===== src/rtl/acq_wdma_pkg.sv =====
package acq_wdma_pkg;

    localparam int BEAT_BYTES = 8;
    localparam int BEAT_W     = 8 * BEAT_BYTES;
    localparam int NB_W       = 4;

    typedef enum logic [1:0] {
        END_NONE = 2'd0,
        END_TRIG = 2'd1,
        END_TMO  = 2'd2
    } end_t;

    typedef enum logic [2:0] {
        ST_IDLE,
        ST_COLLECT,
        ST_FLUSH,
        ST_MCMD,
        ST_MDAT,
        ST_RESP
    } st_t;

    typedef struct packed {
        logic [BEAT_W-1:0] data;
        logic [NB_W-1:0]   nb;
        logic              last;
        logic              tmo;
        logic              trig;
    } beat_t;

    // zero every lane at or above the byte count
    function automatic logic [BEAT_W-1:0] keep_low(input logic [BEAT_W-1:0] d,
                                                   input logic [NB_W-1:0]   n);
        logic [BEAT_W-1:0] m;
        m = '0;
        for (int i = 0; i < BEAT_BYTES; i++) begin
            if (i < int'(n)) m[i*8 +: 8] = 8'hFF;
        end
        return d & m;
    endfunction

    function automatic end_t end_of(input beat_t b);
        return b.tmo ? END_TMO : END_TRIG;
    endfunction

endpackage


===== src/rtl/acq_wdma_lobank.sv =====
module acq_wdma_lobank
    import acq_wdma_pkg::*;
#(
    parameter int STREAMS = 2,
    parameter int SEL_W   = 1
) (
    input  logic             clk,
    input  logic             rst,
    input  logic             wr_en,
    input  logic [SEL_W-1:0] wr_sel,
    input  beat_t            wr_beat,
    input  logic [SEL_W-1:0] rd_sel,
    output beat_t            rd_beat
);

    beat_t slot [STREAMS];

    for (genvar g = 0; g < STREAMS; g++) begin : g_slot
        always_ff @(posedge clk) begin
            if (rst) begin
                slot[g] <= '0;
            end else if (wr_en && wr_sel == SEL_W'(g)) begin
                slot[g] <= wr_beat;
            end
        end
    end

    assign rd_beat = slot[rd_sel];

endmodule


===== src/rtl/acq_wdma_wbuf.sv =====
module acq_wdma_wbuf
    import acq_wdma_pkg::*;
#(
    parameter int DEPTH = 8
) (
    input  logic              clk,
    input  logic              rst,
    input  logic              push,
    input  logic [BEAT_W-1:0] wdata,
    input  logic              pop,
    output logic [BEAT_W-1:0] rdata,
    output logic              empty,
    output logic              last_one
);

    localparam int PW = (DEPTH > 1) ? $clog2(DEPTH) : 1;

    logic [BEAT_W-1:0] mem [DEPTH];
    logic [PW:0]       wr_ptr, rd_ptr, fill;

    always_ff @(posedge clk) begin
        if (push) mem[wr_ptr[PW-1:0]] <= wdata;
    end

    always_ff @(posedge clk) begin
        if (rst) begin
            wr_ptr <= '0;
            rd_ptr <= '0;
        end else begin
            if (push) wr_ptr <= wr_ptr + 1'b1;
            if (pop)  rd_ptr <= rd_ptr + 1'b1;
        end
    end

    assign fill     = wr_ptr - rd_ptr;
    assign rdata    = mem[rd_ptr[PW-1:0]];
    assign empty    = (fill == '0);
    assign last_one = (fill == (PW+1)'(1));

endmodule


===== src/rtl/acq_wdma.sv =====
module acq_wdma
    import acq_wdma_pkg::*;
#(
    parameter int STREAMS   = 2,
    parameter int ADDR_W    = 32,
    parameter int SIZE_W    = 16,
    parameter int BUF_BEATS = 8,
    localparam int SEL_W    = (STREAMS > 1) ? $clog2(STREAMS) : 1
) (
    input  logic                      clk,
    input  logic                      rst,
    input  logic                      cmd_vld,
    output logic                      cmd_rdy,
    input  logic [SEL_W-1:0]          cmd_stream,
    input  logic [ADDR_W-1:0]         cmd_addr,
    input  logic [SIZE_W-1:0]         cmd_max,
    input  logic [STREAMS-1:0]        in_vld,
    output logic [STREAMS-1:0]        in_rdy,
    input  logic [STREAMS*BEAT_W-1:0] in_data,
    input  logic [STREAMS*NB_W-1:0]   in_nbytes,
    input  logic [STREAMS-1:0]        in_last,
    input  logic [STREAMS-1:0]        in_tmo,
    input  logic [STREAMS-1:0]        in_trig,
    output logic                      mc_vld,
    input  logic                      mc_rdy,
    output logic [ADDR_W-1:0]         mc_addr,
    output logic [SIZE_W-1:0]         mc_size,
    output logic                      md_vld,
    input  logic                      md_rdy,
    output logic [BEAT_W-1:0]         md_data,
    output logic                      md_last,
    output logic                      rsp_vld,
    input  logic                      rsp_rdy,
    output logic [SEL_W-1:0]          rsp_stream,
    output logic [SIZE_W-1:0]         rsp_bytes,
    output logic [1:0]                rsp_end
);

    localparam int ACC_W = 2 * BEAT_W;

    st_t               st;
    logic [SEL_W-1:0]  sel_q;
    logic [ADDR_W-1:0] addr_q;
    logic [SIZE_W-1:0] max_q, rem_q, rem_next, total;
    end_t              end_q, fin_end;
    logic [ACC_W-1:0]  acc_q, merged;
    logic [3:0]        acc_cnt_q, take;
    logic [4:0]        sum;

    beat_t lo_beat, in_beat, src, rest, lo_wb;
    logic  use_lo, src_vld, collecting, fire, partial, finish, lo_we;
    logic  buf_push, buf_pop, buf_empty, buf_last;
    logic [BEAT_W-1:0] buf_wdata;

    // ---------------- source selection: held bytes first ----------------
    always_comb begin
        in_beat = '{data: in_data[sel_q*BEAT_W +: BEAT_W],
                    nb:   in_nbytes[sel_q*NB_W +: NB_W],
                    last: in_last[sel_q],
                    tmo:  in_tmo[sel_q],
                    trig: in_trig[sel_q]};
    end

    assign use_lo     = (lo_beat.nb != '0);
    assign src        = use_lo ? lo_beat : in_beat;
    assign src_vld    = use_lo | in_vld[sel_q];
    assign collecting = (st == ST_COLLECT) && (rem_q != '0);
    assign fire       = collecting && src_vld;

    always_comb begin
        in_rdy = '0;
        if (collecting && !use_lo) in_rdy[sel_q] = 1'b1;
    end

    // ---------------- byte packing ----------------
    assign take     = (rem_q < SIZE_W'(src.nb)) ? rem_q[3:0] : src.nb;
    assign partial  = (take != src.nb);
    assign rem_next = rem_q - SIZE_W'(take);
    assign sum      = {1'b0, acc_cnt_q} + {1'b0, take};
    assign merged   = acc_q | (ACC_W'(keep_low(src.data, take)) << {acc_cnt_q, 3'b000});

    always_comb begin
        rest      = src;
        rest.data = src.data >> {take, 3'b000};
        rest.nb   = src.nb - take;
    end

    assign finish  = partial || src.last || (rem_next == '0);
    assign fin_end = (!partial && src.last) ? end_of(src) : END_NONE;
    assign lo_we   = fire && (partial || use_lo);
    assign lo_wb   = partial ? rest : '0;

    assign buf_push  = (fire && sum >= 5'd8) || (st == ST_FLUSH && acc_cnt_q != '0);
    assign buf_wdata = (st == ST_FLUSH) ? acc_q[BEAT_W-1:0] : merged[BEAT_W-1:0];
    assign buf_pop   = md_vld && md_rdy;
    assign total     = max_q - rem_q;

    acq_wdma_lobank #(.STREAMS(STREAMS), .SEL_W(SEL_W)) u_lobank (
        .clk     (clk),
        .rst     (rst),
        .wr_en   (lo_we),
        .wr_sel  (sel_q),
        .wr_beat (lo_wb),
        .rd_sel  (sel_q),
        .rd_beat (lo_beat)
    );

    acq_wdma_wbuf #(.DEPTH(BUF_BEATS)) u_wbuf (
        .clk      (clk),
        .rst      (rst),
        .push     (buf_push),
        .wdata    (buf_wdata),
        .pop      (buf_pop),
        .rdata    (md_data),
        .empty    (buf_empty),
        .last_one (buf_last)
    );

    // ---------------- sequencing ----------------
    always_ff @(posedge clk) begin
        if (rst) begin
            st        <= ST_IDLE;
            sel_q     <= '0;
            addr_q    <= '0;
            max_q     <= '0;
            rem_q     <= '0;
            end_q     <= END_NONE;
            acc_q     <= '0;
            acc_cnt_q <= '0;
        end else begin
            case (st)
                ST_IDLE: if (cmd_vld) begin
                    sel_q  <= cmd_stream;
                    addr_q <= cmd_addr;
                    max_q  <= cmd_max;
                    rem_q  <= cmd_max;
                    st     <= ST_COLLECT;
                end
                ST_COLLECT: begin
                    if (rem_q == '0) begin
                        end_q <= END_NONE;
                        st    <= ST_FLUSH;
                    end else if (src_vld) begin
                        rem_q <= rem_next;
                        if (sum >= 5'd8) begin
                            acc_q     <= merged >> BEAT_W;
                            acc_cnt_q <= 4'(sum - 5'd8);
                        end else begin
                            acc_q     <= merged;
                            acc_cnt_q <= sum[3:0];
                        end
                        if (finish) begin
                            end_q <= fin_end;
                            st    <= ST_FLUSH;
                        end
                    end
                end
                ST_FLUSH: begin
                    acc_q     <= '0;
                    acc_cnt_q <= '0;
                    st        <= (total != '0) ? ST_MCMD : ST_RESP;
                end
                ST_MCMD: if (mc_rdy) st <= ST_MDAT;
                ST_MDAT: if (buf_pop && buf_last) st <= ST_RESP;
                ST_RESP: if (rsp_rdy) st <= ST_IDLE;
                default: st <= ST_IDLE;
            endcase
        end
    end

    assign cmd_rdy    = (st == ST_IDLE);
    assign mc_vld     = (st == ST_MCMD);
    assign mc_addr    = addr_q;
    assign mc_size    = total;
    assign md_vld     = (st == ST_MDAT) && !buf_empty;
    assign md_last    = buf_last;
    assign rsp_vld    = (st == ST_RESP);
    assign rsp_stream = sel_q;
    assign rsp_bytes  = total;
    assign rsp_end    = end_q;

endmodule


===== config.mk =====
export PLATFORM = sky130hd
export DESIGN_NAME = acq_wdma
export DESIGN_NICKNAME = d
export VERILOG_FILES = /design/src/rtl/acq_wdma_pkg.sv /design/src/rtl/acq_wdma_lobank.sv /design/src/rtl/acq_wdma_wbuf.sv /design/src/rtl/acq_wdma.sv
export SDC_FILE = /design/constraint.sdc
export NUM_CORES = 2
export LEC_CHECK = 0
export CAP_MARGIN = 20
export CELL_PAD_IN_SITES_DETAIL_PLACEMENT = 0
export CELL_PAD_IN_SITES_GLOBAL_PLACEMENT = 2
export CORE_MARGIN = 4
export CORE_UTILIZATION = 44
export DETAILED_ROUTE_END_ITERATION = 7
export PLACE_DENSITY_LB_ADDON = 0.1
export SETUP_SLACK_MARGIN = 0.15
export SLEW_MARGIN = 20
export SYNTH_ARGS = -nofsm -noshare
export SYNTH_HDL_FRONTEND = slang
export SYNTH_SLANG_ARGS = --single-unit

===== constraint.sdc =====
create_clock -name clk -period 19.07 [get_ports clk]
set_input_delay 3.814 -clock clk [delete_from_list [all_inputs] [get_ports clk]]
set_output_delay 3.814 -clock clk [all_outputs]
set_load 0.1 [all_outputs]

=== After elaboration in Yosys (flattened, before gate mapping) ===
Memories as Yosys holds them, arrays and structs flattened. A register that Yosys moved wholly into a read port is not among the register bits.
Index checks and enable logic that the tools add are counted.

* Shift-type cells: 4
* Eq/ne operators: 15
* $lt $le $gt $ge: 12
* Add/sub/neg operators: 8
* Muxes and demuxes: 65
* Reduce and logical (&&, ||, !) cells: 37
* Bitwise logic cells: 6

{| class="wikitable"
|+ Operator list
! cell !! number
|-
| $mux W128 || 3
|-
| $mux W71 || 4
|-
| $pmux W128 S2 || 1
|-
| $or A128 B128 Y128 || 1
|-
| $shiftx A128 B8 Y64 || 1
|-
| $shl A64 B7 Y128 || 1
|-
| $and A64 B64 Y64 || 1
|-
| $mux W64 || 1
|-
| $mux W8 || 8
|-
| $shr A64 B7 Y64 || 1
|-
| $mux W16 || 3
|-
| $logic_not A16 Y1 || 2
|-
| $pmux W16 S2 || 1
|-
| $reduce_bool A16 Y1 || 2
|-
| $mux W3 || 10
|-
| $mux W1 || 21
|-
| $pmux W3 S6 || 1
|-
| $lt A16 B4 Y1 || 1
|-
| $lt A3 B4 Y1 const A || 4
|-
| $mux W4 || 4
|-
| $sub A16 B16 Y16 || 1
|-
| $sub A16 B4 Y16 || 1
|-
| $logic_and A1 B1 Y1 || 13
|-
| $mux W2 || 6
|-
| 32 further kinds || 55
|}

* Bits in writable memories: 654
* Register bits after elaboration: 210
* Output and inout port bits: 138
* Memories kept: 2
* Input bits: 199

{| class="wikitable"
|+ Memory list
! name !! depth !! bits a word !! rd ports !! clocked after Yosys merged registers in !! write ports !! line !! source
|-
| u_wbuf.mem || 8 || 64 || 1 || 1 || 1 || acq_wdma_wbuf.sv:18 || <nowiki>logic [BEAT_W-1:0] mem [DEPTH];</nowiki>
|-
| u_lobank.slot || 2 || 71 || 1 || 1 || 2 || acq_wdma_lobank.sv:16 || <nowiki>beat_t slot [STREAMS];</nowiki>
|}

=== Depth between registers and ports, before layout ===
* Depth after elaboration: 14
* Depth in mapped cells: 29
* Gate-level depth less buffers: 23

=== Hierarchy ===
A second synthesis with hierarchy kept.

* Cell total of the unflattened synthesis: 3670
* Area total of the unflattened synthesis: 43474.2 µm²

{| class="wikitable"
|+ By module, submodules not included
! module !! seq. area each (µm²) !! instances !! cells an instance !! area an instance (µm²)
|-
| acq_wdma_wbuf || 15595.0 || 1 || 804 || 19775.2
|-
| acq_wdma || 4043.9 || 1 || 2405 || 17073.9
|-
| acq_wdma_lobank || 4264.1 || 1 || 461 || 6625.1
|}

=== Worst setup path after synthesis ===
Ideal clock, no wire load.

* Path type: input-to-reg
* From: in in_nbytes[7]
* To: mem u_wbuf.mem[0][0] in the netlist's numbering, enable pin
* Cell stages on the path: 24
* Arrival: 12421 ps
* Setup slack: 6084 ps
* Data required time: 18505 ps
* Buffers on the path: 4
* Cell sequence: mux2i_1 > o22ai_4 > inv_2 > ha_1 > nand2_1 > a211oi_2 > nor2_2 > buf_4 > a211oi_2 > nor2_4 > inv_2 > buf_4 > buf_4 > ha_1 > inv_1 > fa_1 > nand2_1 > mux2_2 > nor3_1 > clkbuf_1 > nor2_1 > a21oi_1 > or2_2 > nor3_1

* Longest elaborated chain between the ends: 10

{| class="wikitable"
|+ Ends and longest elaborated chain
! what !! line !! source
|-
| from (decl) || acq_wdma.sv:20 || <nowiki>input logic [STREAMS*NB_W-1:0] in_nbytes,</nowiki>
|-
| $shiftx A8 B4 Y4 * || acq_wdma.sv:58 || <nowiki>nb: in_nbytes[sel_q*NB_W +: NB_W],</nowiki>
|-
| $mux W71 * || acq_wdma.sv:65 || <nowiki>assign src = use_lo ? lo_beat : in_beat;</nowiki>
|-
| $lt A16 B4 Y1 || acq_wdma.sv:76 || <nowiki>assign take = (rem_q < SIZE_W'(src.nb)) ? rem_q[3:0] : src.nb;</nowiki>
|-
| $mux W4 * || acq_wdma.sv:76 ||
|-
| $add A4 B4 Y5 * || acq_wdma.sv:79 || <nowiki>assign sum = {1'b0, acc_cnt_q} + {1'b0, take};</nowiki>
|-
| $ge A5 B4 Y1 * || acq_wdma.sv:93 || <nowiki>assign buf_push = (fire && sum >= 5'd8) || (st == ST_FLUSH && acc_cnt_q != '0);</nowiki>
|-
| $logic_and A1 B1 Y1 * || acq_wdma.sv:93 ||
|-
| $logic_or A1 B1 Y1 * || acq_wdma.sv:93 ||
|-
| $mux W1 * || acq_wdma_wbuf.sv:22 || <nowiki>if (push) mem[wr_ptr[PW-1:0]] <= wdata;</nowiki>
|-
| $mux W1 (implied by the code) * || acq_wdma_wbuf.sv:22 ||
|-
| to (decl) || acq_wdma_wbuf.sv:18 ||
|}

Every way passes the cells marked *; elsewhere a longest branch is shown, timed or not.

=== Worst setup path after layout ===
* From: in in_nbytes[3]
* To: mem u_wbuf.mem[6][22] in the netlist's numbering, enable pin

The elaborated chain is that of the path after synthesis.

==> out/qor.yml <==
final.setup_skew_ns: 0.0437
worst_setup_path_start_kind: "input pin"
post_synth_instance_area_mm2: 0.0426
tritoncts: "built"
route.final.wire_length_um: 140000
max_stage_delay_ns: 0.80
wl_per_cell_um: 27.5
synth.yosys.seq_area_share_pct: 56.0
groute.usage.overall_pct: 26.8
synth_edf_count: 652
critical_path.endpoint_type: "flop"
min_period_ns: 11.04
min_delay_path_depth: 2
cts_root_buf: "sky130_fd_sc_hd__clkbuf_16"
worstPathMaxFanout: 40
ys.flop_type: "sky130_fd_sc_hd__edfxtp_1"
cts_max_path_buffers: 3
status: "finished clean"
grt_remaining_overflow: 0
final_min_period_over_clock_period_pct: 57.9
setup_viol_count_final: 0
num_rows: 113
cts_post_setup_buffers_inserted: 0
drt_first_iter_violations: 3061
cp_cell_sequence: "clkdlybuf4s50_1 > mux2i_1 > o22ai_4 > inv_2 > ha_1 > or3_1 > nor2_2 > a211oi_2 > buf_4 > nor2_4 > inv_2 > ha_1 > a21o_1 > nand2_1 > mux2_2 > nor3_2 > buf_4 > nor2_2 > buf_4 > a21oi_1 > or2_2 > nor2_4 > buf_4"
hold_viol_final: 0
ctsHoldBuffers: 0
layout.nets: 3997
worst_ep_arrival_time_ns: 11.32
diodes: 0
clk_latency_ns: 0.68
dpl.cell_count: 4935
place.detailed.hpwl_um: 95100
critical_path_required_ns: 19.35
stdcell_count: 5108
min_path_type: "flop to flop"
cell_mode_on_critical_path: "sky130_fd_sc_hd__buf_4"
r2r_slack_ns: 9.61
critical_path_buf_inv_count: 7
worst_path_dominant_cell_family: "simple AND/OR/NAND/NOR gates"
cts-buffers-inserted: 93
grt_max_degree: 86
timing_worst_slew_pin_value_ns: 1.15
worst-path-stages: 23
boundaryPins: 337
synth_cell_types: 100
worstSetupPathType: "input pin to flop"
crit_path_top_delay_cell: "sky130_fd_sc_hd__nor2_4"
num_vias: 31300
detail-route-antenna-nets: 0
totalNegativeSetupSlack_ns: 0
numClockSinks: 866
route.detailed.drc: 0
dieHeight_um: 319
grt_pass1_wl_um: 208000
grt_antenna_before_repair: 1
slew_violations: 0
first_global_vias: 31500
design.core.area_mm2: 0.0956
post_route_cells_drive_above_1_share_pct: 15.5
postSynthCellCount: 3513
synth.net_count: 3744
die_width_um: 319
yosys_register_bits: 866
gp_routability_congestion: 0.937
asyncSetResetFlopFracSynth_pct: 0
drv.max_cap_violation_count: 0
layout_stage_area_growth_over_the_synthesis_result_pct: 18.0
maxClockFrequency_mhz: 90.6
syn_avg_cell_area_um2: 12.1
max_slew_margin_pct: 22.4
die-area_mm2: 0.102
ctsHtreeMaxLevel: 3
grt_setup_unrepaired: "false"
timing.reg2reg.worst_path_depth: 23
post_cts.resized_instances: 0
clk_pin_slew_ns: 0.06
drt-pass1-iter-count: 5
io_buffers: 334
initial_utilization_pct: 44.6
vias_per_cell: 6.12
yosys_warnings: 0
==> Yosys cell counts (all sizes together), types with 18 or more instances <==
| cell type | number | area, µm² |
|---|---|---|
| a2111oi | 29 | 293 |
| a211oi | 89 | 766 |
| a21o | 51 | 383 |
| a21oi | 262 | 1330 |
| a221oi | 39 | 359 |
| a22oi | 74 | 581 |
| and2 | 18 | 113 |
| buf | 97 | 518 |
| clkbuf | 165 | 619 |
| dfxtp | 214 | 4280 |
| edfxtp | 652 | 19600 |
| ha | 29 | 363 |
| inv | 66 | 248 |
| mux2 | 136 | 1530 |
| mux2i | 178 | 1810 |
| mux4 | 129 | 2910 |
| nand2 | 293 | 1100 |
| nand3 | 26 | 130 |
| nor2 | 272 | 1030 |
| nor2b | 33 | 206 |
| nor3 | 88 | 440 |
| o211ai | 18 | 140 |
| o21a | 32 | 241 |
| o21ai | 204 | 1040 |
| o21bai | 45 | 338 |
| o221ai | 18 | 158 |
| o22ai | 52 | 353 |
==> final timing paths <==
check                    start                 to
setup / recovery  in_nbytes[3]  u_wbuf.mem[6][22]
hold / removal      acc_q[110]         acc_q[110]
setup reg to reg          flop  u_wbuf.mem[6][22]
hold reg to reg     acc_q[110]         acc_q[110]
==> flip-flops by register name, indices dropped and copies added (netlist names), named ones only <==
signal / count
u_wbuf.mem: 512
u_lobank.slot: 140
acc_q: 128
mc_addr: 32
max_q: 16
rem_q: 16
acc_cnt_q: 4
u_wbuf.rd_ptr: 4
u_wbuf.wr_ptr: 4
st: 3
rsp_end: 2
rsp_stream: 1
==> logic make-up after synthesis <==
group,share of synthesized area [%]
compound gates,16.4
flops,56.0
simple gates,8.11
mux,14.7
buf+inv,3.27
fa+ha+maj,1.02
xor+xnor,0.511
==> worst reg2reg max path: stages (launching register included) <==
cell	delay (ns)
sky130_fd_sc_hd__dfxtp_4	0.83
sky130_fd_sc_hd__or4b_1	0.63
sky130_fd_sc_hd__o22a_1	0.54
sky130_fd_sc_hd__o22ai_4	0.43
sky130_fd_sc_hd__inv_2	0.18
sky130_fd_sc_hd__ha_1	0.25
sky130_fd_sc_hd__or3_1	0.51
sky130_fd_sc_hd__nor2_2	0.61
sky130_fd_sc_hd__a211oi_2	0.15
sky130_fd_sc_hd__buf_4	0.27
sky130_fd_sc_hd__nor2_4	0.80
sky130_fd_sc_hd__inv_2	0.08
sky130_fd_sc_hd__ha_1	0.23
sky130_fd_sc_hd__a21o_1	0.16
sky130_fd_sc_hd__nand2_1	0.11
sky130_fd_sc_hd__mux2_2	0.18
sky130_fd_sc_hd__nor3_2	0.04
sky130_fd_sc_hd__buf_4	0.29
sky130_fd_sc_hd__nor2_2	0.18
sky130_fd_sc_hd__buf_4	0.37
sky130_fd_sc_hd__a21oi_1	0.20
sky130_fd_sc_hd__or2_2	0.47
sky130_fd_sc_hd__nor2_4	0.80
sky130_fd_sc_hd__buf_4	0.72
==> metal layers <==
| metal | vias to the layer above | global-route usage, % | wire length, µm | share of wire, % |
|---|---|---|---|---|
| li1 | 14100 | - | - | - |
| met1 | 15700 | 36.3 | 59100 | 42 |
| met2 | 1244 | 45.0 | 68400 | 49 |
| met3 | 234 | 3.87 | 8410 | 6.0 |
| met4 | 0 | 8.17 | 4300 | 3.1 |
| met5 | - | 0 | 0 | 0 |
==> cell type report <==
class	count	area, µm²
inverters	68	255
fillers	8245	45300
multi-input cells	2317	17500
repair buffers	420	4000
clock inverters	57	603
well taps	1265	1580
clock buffers	115	2440
flip-flops and latches	866	23900
==> cell usage in the layout, fill, tap and decap left out, types with 14 or more instances in the layout <==
cell type,count
sky130_fd_sc_hd__a2111oi_0,26
sky130_fd_sc_hd__a211oi_1,71
sky130_fd_sc_hd__a211oi_2,17
sky130_fd_sc_hd__a21o_1,51
sky130_fd_sc_hd__a21oi_1,260
sky130_fd_sc_hd__a221oi_1,38
sky130_fd_sc_hd__a22oi_1,69
sky130_fd_sc_hd__a311oi_1,15
sky130_fd_sc_hd__a32oi_1,14
sky130_fd_sc_hd__and2_1,17
sky130_fd_sc_hd__buf_4,86
sky130_fd_sc_hd__clkbuf_1,19
sky130_fd_sc_hd__clkbuf_16,93
sky130_fd_sc_hd__clkdlybuf4s50_1,333
sky130_fd_sc_hd__clkinv_2,23
sky130_fd_sc_hd__dfxtp_1,207
sky130_fd_sc_hd__edfxtp_1,652
sky130_fd_sc_hd__ha_1,29
sky130_fd_sc_hd__inv_1,62
sky130_fd_sc_hd__mux2_2,134
sky130_fd_sc_hd__mux2i_1,171
sky130_fd_sc_hd__mux4_2,129
sky130_fd_sc_hd__nand2_1,292
sky130_fd_sc_hd__nand3_1,26
sky130_fd_sc_hd__nor2_1,262
sky130_fd_sc_hd__nor2b_1,31
sky130_fd_sc_hd__nor3_1,81
sky130_fd_sc_hd__o211ai_1,17
sky130_fd_sc_hd__o21a_1,31
sky130_fd_sc_hd__o21ai_0,154
sky130_fd_sc_hd__o21ai_1,44
sky130_fd_sc_hd__o21bai_1,45
sky130_fd_sc_hd__o221ai_1,18
sky130_fd_sc_hd__o22ai_1,50
==> per-stage QoR <==
step / instance area (µm²) / utilization, % / setup WS (ns) / hold slack, ns
2_1_floorplan: 42600 / - / 6.08 / 0.419
3_3_place_gp: 47200 / 49.3 / 7.38 / 0.430
3_5_place_dp: 47200 / 49.3 / 7.33 / 0.440
4_1_cts: 50200 / 52.5 / 8.03 / 0.448
5_1_grt: 50200 / 52.6 / 7.66 / 0.461
6_report: 50200 / 52.6 / 8.03 / 0.449
Power is left out: the tool's default activity adds up to more than one toggle a clock period on the data nets, which glitch-free logic cannot reach.
